$ cat config.mk
export PLATFORM = sky130hd
export DESIGN_NAME = timed_counter
export DESIGN_NICKNAME = d
export VERILOG_FILES = /design/src/rtl/tmc_pkg.sv /design/src/rtl/tmc_timebase.sv /design/src/rtl/tmc_event_cnt.sv /design/src/rtl/timed_counter.sv
export SDC_FILE = /design/constraint.sdc
export NUM_CORES = 1
export LEC_CHECK = 0
export CAP_MARGIN = 0
export CORE_UTILIZATION = 55
export DETAILED_ROUTE_END_ITERATION = 8
export GPL_TIMING_DRIVEN = 0
export PLACE_DENSITY_LB_ADDON = 0.15
export SETUP_SLACK_MARGIN = 0.2
export SYNTH_ARGS = -nofsm -noshare
export SYNTH_HDL_FRONTEND = slang
export SYNTH_SLANG_ARGS = --single-unit
export TNS_END_PERCENT = 1
$ cat constraint.sdc
create_clock -name clk -period 2.8 [get_ports clk]
set_clock_uncertainty 0.2 [all_clocks]
set_input_delay 0.84 -clock clk [delete_from_list [all_inputs] [get_ports clk]]
set_output_delay 0.84 -clock clk [all_outputs]
set_load 0.1 [all_outputs]
$ cat src/rtl/tmc_pkg.sv
package tmc_pkg;
  typedef enum logic {
    MODE_FREEZE   = 1'b0,
    MODE_SNAPSHOT = 1'b1
  } tmc_mode_e;
endpackage

$ cat src/rtl/tmc_timebase.sv
module tmc_timebase #(
  parameter int CLK_HZ = 50_000_000,
  localparam int TICK_W = $clog2(CLK_HZ + 1)
) (
  input  logic              clk,
  input  logic              rst,
  input  logic              restart,
  output logic [TICK_W-1:0] tick_q,
  output logic              expired
);
  localparam logic [TICK_W-1:0] TICK_END = TICK_W'(CLK_HZ);

  assign expired = (tick_q == TICK_END);

  always_ff @(posedge clk or posedge rst) begin
    if (rst) begin
      tick_q <= '0;
    end else if (expired) begin
      if (restart) tick_q <= '0;
    end else begin
      tick_q <= tick_q + TICK_W'(1);
    end
  end
endmodule

$ cat src/rtl/tmc_event_cnt.sv
module tmc_event_cnt #(
  parameter int EVT_MAX = 1000,
  localparam int CNT_W = $clog2(EVT_MAX + 1)
) (
  input  logic             clk,
  input  logic             rst,
  input  logic             hold,
  output logic [CNT_W-1:0] cnt_q
);
  localparam logic [CNT_W-1:0] CNT_TOP = CNT_W'(EVT_MAX);

  always_ff @(posedge clk or posedge rst) begin
    if (rst) begin
      cnt_q <= '0;
    end else if (cnt_q == CNT_TOP) begin
      cnt_q <= '0;
    end else if (!hold) begin
      cnt_q <= cnt_q + CNT_W'(1);
    end
  end
endmodule

$ cat src/rtl/timed_counter.sv
module timed_counter
  import tmc_pkg::*;
#(
  parameter int        EVT_MAX = 1000,
  parameter int        CLK_HZ  = 50_000_000,
  parameter tmc_mode_e MODE    = MODE_FREEZE,
  localparam int CNT_W  = $clog2(EVT_MAX + 1),
  localparam int TICK_W = $clog2(CLK_HZ + 1)
) (
  input  logic             clk,
  input  logic             rst,
  input  logic             rd_ready,
  output logic [CNT_W-1:0] cnt_data,
  output logic             cnt_valid
);
  logic [TICK_W-1:0] tick_w;
  logic [CNT_W-1:0]  live_cnt;
  logic              expired_w;
  logic              hold_w;

  tmc_timebase #(.CLK_HZ(CLK_HZ)) u_tb (
    .clk     (clk),
    .rst     (rst),
    .restart (rd_ready),
    .tick_q  (tick_w),
    .expired (expired_w)
  );

  assign hold_w = (MODE == MODE_FREEZE) && expired_w;

  tmc_event_cnt #(.EVT_MAX(EVT_MAX)) u_evt (
    .clk   (clk),
    .rst   (rst),
    .hold  (hold_w),
    .cnt_q (live_cnt)
  );

  assign cnt_valid = expired_w;

  generate
    if (MODE == MODE_SNAPSHOT) begin : g_snap
      logic [CNT_W-1:0] snap_q;
      logic             take;
      assign take = rd_ready && expired_w;
      always_ff @(posedge clk or posedge rst) begin
        if (rst)       snap_q <= '0;
        else if (take) snap_q <= live_cnt;
      end
      assign cnt_data = snap_q;
    end else begin : g_freeze
      assign cnt_data = live_cnt;
    end
  endgenerate
endmodule

======== Word level (Yosys, flattened, before mapping) ========
Index checks and enable logic that the tools add are counted.
storage, ports and cells
  ROM bits ................................ 0
  input bits .............................. 3
  word-level logic and storage cells ...... 12
  memories kept ........................... 0
  register bits ........................... 36
  latch bits .............................. 0
  memory bits (writable) .................. 0
  output and inout port bits .............. 11
operators by class
  div/mod/pow operators ................... 0
  multiplexer cells ....................... 4
  $mul .................................... 0
  order comparisons ....................... 0
  add/sub/neg operators ................... 2
  bitwise operators ....................... 0
  equality and inequality tests ........... 4
  shift operators ......................... 0
  reductions and logical operators ........ 0
operators with widths
  operator               count
  $mux 26                2
  $add 26x1->26 const B  1
  $eq 26x26->1 const B   1
  $mux 10                2
  $add 10x1->10 const B  1
  $eq 10x10->1 const B   1
  $ne 2x2->1 const B     2

======== Longest topological paths before layout ========
  word-level depth ........................ 3
  mapped depth ............................ 8
  depth with buffers taken out ............ 7

======== By module ========
From an unflattened synthesis, not the netlist that was laid out.
unflattened totals
  cell total of the unflattened synthesis .. 194
  area, all modules ....................... 1885.6 sq um
by module, submodules not included
  module         instances  area each (sq um)  seq. area each (sq um)  cells an instance
  tmc_timebase   1          1345.0             650.6                   139
  tmc_event_cnt  1          540.5              250.2                   55

======== Worst setup path after synthesis ========
Ideal clock, no wire load.
  path type ............................... register -> output
  from .................................... reg u_tb.tick_q[16]
  to ...................................... out cnt_valid
  arrival time ............................ 1.467 ns
  data required time ...................... 1.760 ns
  cell stages (with the launch flop) ...... 5
  setup slack ............................. 0.293 ns
  cells stage by stage .................... dfrtp_1 -> or4b_4 -> nor3_1 -> and3_1 -> buf_6
between the ends
  cells in the longest elaborated chain, start to end .. 1
ends and longest elaborated chain
  element                 line                 text
  start, declared         tmc_timebase.sv:8    output logic [TICK_W-1:0] tick_q,
  start signal, assigned  tmc_timebase.sv:21   tick_q <= tick_q + TICK_W'(1);
  $eq 26x26->1            tmc_timebase.sv:13   assign expired = (tick_q == TICK_END);
  end, declared           timed_counter.sv:14  output logic cnt_valid
Every way passes these cells.

======== Final worst setup path ========
Same ends and word-level chain as after synthesis.

==> summary.txt <==
Run status
  • Outcome: finished, violations left
  • Failing checks: setup timing

Global routing
  • Vias in the first global route: 1,430
  • Total Routing Usage GR: 23.7%
  • Largest net degree at the start of global routing: 37
  • First-pass GRT wire length: 6130 um
  • Antenna violations before repair: 0
  • Gr ovfl total: 0

Job
  • Max Cap Viol: 0

Finish
  • Fillers: 253
  • Storage element area: 902 um^2
  • Number of diodes: 0
  • Non-filler instance count after layout: 252
  • Multi-input gate area: 892 um^2
  • Commonest cells after routing, fill and taps aside: dfrtp_1, nand3_1, nand2_1
  • Layout area overhead: 17.8%
  • Nets: 215
  • Layout cell share with drive strength beyond 1: 19.7%
  • Commonest non-fill, non-tap cell in the layout: dfrtp_1

Power and ir drop
  • Sw Pwr: between 0.00015 and 0.0002 W
  • Logic pwr share: 1.6%
  • Pint: 0.000646 W
  • Sequential power share: 63.2%
  • PD cells: 380 nW/um^2
  • Clk pwr share: 35.2%
  • Sw Ratio: 21.5%
  • Leakage: about 0.99 nW
  • Worst vdd ir: approximately 0.00022 V

Min path
  • Min-Delay Path Class: flop to flop

Die
  • I/O Pins: 14
  • Die area: 3570 um^2
  • Site row count: 20
  • Core ar.: 3100 um^2
  • Die width: 59.8 um
  • Die height: 59.8 um
  • Starting Density: 59.2%

Synthesis
  • Synth area leader: dfrtp_1
  • Syn Std Cell Area: ~1800 um^2
  • Synth warnings: 0
  • Sequential area share after synthesis: 49.0%
  • Cell variety after synth: 35
  • Synth Instances: 180
  • Syn_nets: 188
  • Yosys reg bits: 36
  • Yosys top cell area share: 49.0%
  • Syn_area_per_cell: 10.2 um^2
  • Area contributors post-synth: dfrtp_1, nand3_1, nand2_1, xnor2_1, mux2i_1

Clock tree
  • Clock Latency Late Sink: 340 ps
  • Hold-fix buffers, CTS: 0
  • Num CTS Buffers: 5
  • CTS Sinks: 36
  • Clk pin slew, worst setup/hold paths: 100 ps
  • Root Buffer: clkbuf_4
  • H-tree Lvls: 2
  • Clock Path Buffers: 2
  • CTS tree: yes

Placed design
  • # placed instances: 237
  • Routability cong.: 0.803
  • IO Port Bufs: 13
  • Pre-CTS WS: -788 ps
  • Post-DP HPWL: 2580 um

Drt
  • Drt first pass iters: 4
  • Final ANT Viol Nets: 0
  • DRC errors left: 0
  • Iter 0 DRT Violations: 47
  • Number of vias in the routed layout: 1,423
  • WL final: 3780 um
  • Wire per inst: 15.0 um
  • DR vias/cell: around 5.6

STA
  • Worst Tran Pin Value: between 700 and 800 ps
  • RSZ-0062 raised after global routing: true
  • Max Freq: 345 MHz
  • Min Tclk post-route: 2900 ps
  • Slew HR: 50.9%
  • Final Max Tran Viols: 0
  • Final Hold Vio Count: 0
  • # setup viols final: 1
  • Fin crit share: 103%
  • Setup WS post-layout: -96.8 ps

Critical path
  • Worst path slowest cell: or4b_4
  • Crit-path max cell delay: 530 ps
  • CP Cell Sequence: or4b_4 > nor3_2 > and3_1 > buf_6 > buf_12
  • Crit path required time: 1760 ps
  • Worst Path Arrival: 1860 ps
  • Flop-to-flop setup slack: about 660 ps
  • Critical path type: flop to primary output
  • CP Capture Type: primary output
  • CP Launch Type: flop
  • Worst-path maximum fanout: 2
## per-stage QoR
step / TNS, ps / hold WS [ps] / util, % / area, um^2 / power [W]
after floorplan: 0 / 245 / - / 1840 / 0.000537
after global placement: -775 / 260 / 65.2 / 2020 / 0.000543
after detailed placement: -788 / 270 / 65.2 / 2020 / 0.000544
after CTS: -90.7 / 284 / 69.7 / 2160 / 0.000832
after global routing: -173 / 316 / 69.7 / 2160 / 0.000855
final: -96.8 / 281 / 69.7 / 2160 / 0.000823
## path summary, 6_finish.rpt
| check | to | cells past startpoint | start |
|---|---|---|---|
| worst max-delay path | cnt_valid | 5 | u_tb.tick_q[16]$_DFFE_PP0P_ |
| worst min-delay path | u_tb.tick_q[23]$_DFFE_PP0P_ | 1 | u_tb.tick_q[23]$_DFFE_PP0P_ |
| worst max register to register | u_tb.tick_q[25]$_DFFE_PP0P_ | 7 | u_tb.tick_q[16]$_DFFE_PP0P_ |
| worst min register to register | u_tb.tick_q[23]$_DFFE_PP0P_ | 1 | u_tb.tick_q[23]$_DFFE_PP0P_ |
| max in group asynchronous | u_tb.tick_q[0]$_DFFE_PP0P_ | 2 | rst |
| min in group asynchronous | u_evt.cnt_q[7]$_DFFE_PP0P_ | 2 | rst |
## cell usage after synthesis
| library cell | number |
|---|---|
| nor3b_2 | 1 |
| nor3_1 | 2 |
| o21ai_1 | 1 |
| nand3_2 | 1 |
| o21ai_2 | 1 |
| nand4_1 | 10 |
| nor3_2 | 2 |
| or3_1 | 2 |
| buf_6 | 2 |
| buf_2 | 1 |
| and2_1 | 2 |
| nand2_1 | 21 |
| mux2i_1 | 7 |
| a21oi_1 | 2 |
| and2_4 | 1 |
| o211ai_1 | 1 |
| nor4_1 | 2 |
| o211ai_2 | 1 |
| and3_1 | 6 |
| mux2_2 | 1 |
| and4b_1 | 1 |
| o31ai_1 | 3 |
| nand3_1 | 23 |
| xor2_1 | 6 |
| nor4bb_1 | 1 |
| ha_1 | 5 |
| o21ai_0 | 8 |
| and4_1 | 3 |
| nand4bb_1 | 1 |
| nor2_1 | 9 |
| inv_1 | 6 |
| or4b_4 | 1 |
| dfrtp_1 | 36 |
| or2_2 | 1 |
| xnor2_1 | 9 |
## final cells by class
cell class	instances	area share [%]
Sequential cell	36	41.7
Multi-Input combinational cell	135	41.2
Timing Repair Buffer	20	9.49
Clock buffer	8	2.72
Tap cell	44	2.54
Buffer	3	1.27
Inverter	6	1.04
## state kept, by name, summed over array words and instances, names as in the netlist
register     cells
u_evt.cnt_q     10
u_tb.tick_q     26
## power groups by stage
stage,sequential [W],combinational (W),clock [W]
floorplan,0.000530,0.00000769,0
global placement,0.000530,0.0000135,0
detailed placement,0.000530,0.0000141,0
CTS,0.000520,0.0000141,0.000298
global route,0.000520,0.0000161,0.000320
finish,0.000520,0.0000133,0.000290
## kinds of logic (layout without fill, tap and decap cells)
group           after synthesis  count (layout)  share of synthesized area [%]
simple gates                 90              90                           27.5
flops                        36              36                           49.0
compound gates               17              17                           5.79
xor+xnor                     15              15                           7.15
buf+inv                       9              37                           2.72
mux                           8               8                           4.43
fa+ha+maj                     5               5                           3.41
## worst max-delay path, delay by kind of cell, from the launching register on
family        cells  cell delay, ps
buf+inv           2             280
flops             1             420
simple gates      3             810
## timing repair
action	in CTS	in global routing
resized for setup	41	1
pin swaps	3	0
setup endpoints to repair	11	1
setup buffers	7	0
gates cloned	0	0
## layer usage
layer	GRT usage (%)	routed length [um]	vias up
met5	0	0	-
met4	10.3	108	0
met1	26.4	1620	678
met2	41.3	1910	29
met3	7.36	146	14
li1	-	-	702
No activity file was read; power rests on OpenSTA's default activity.
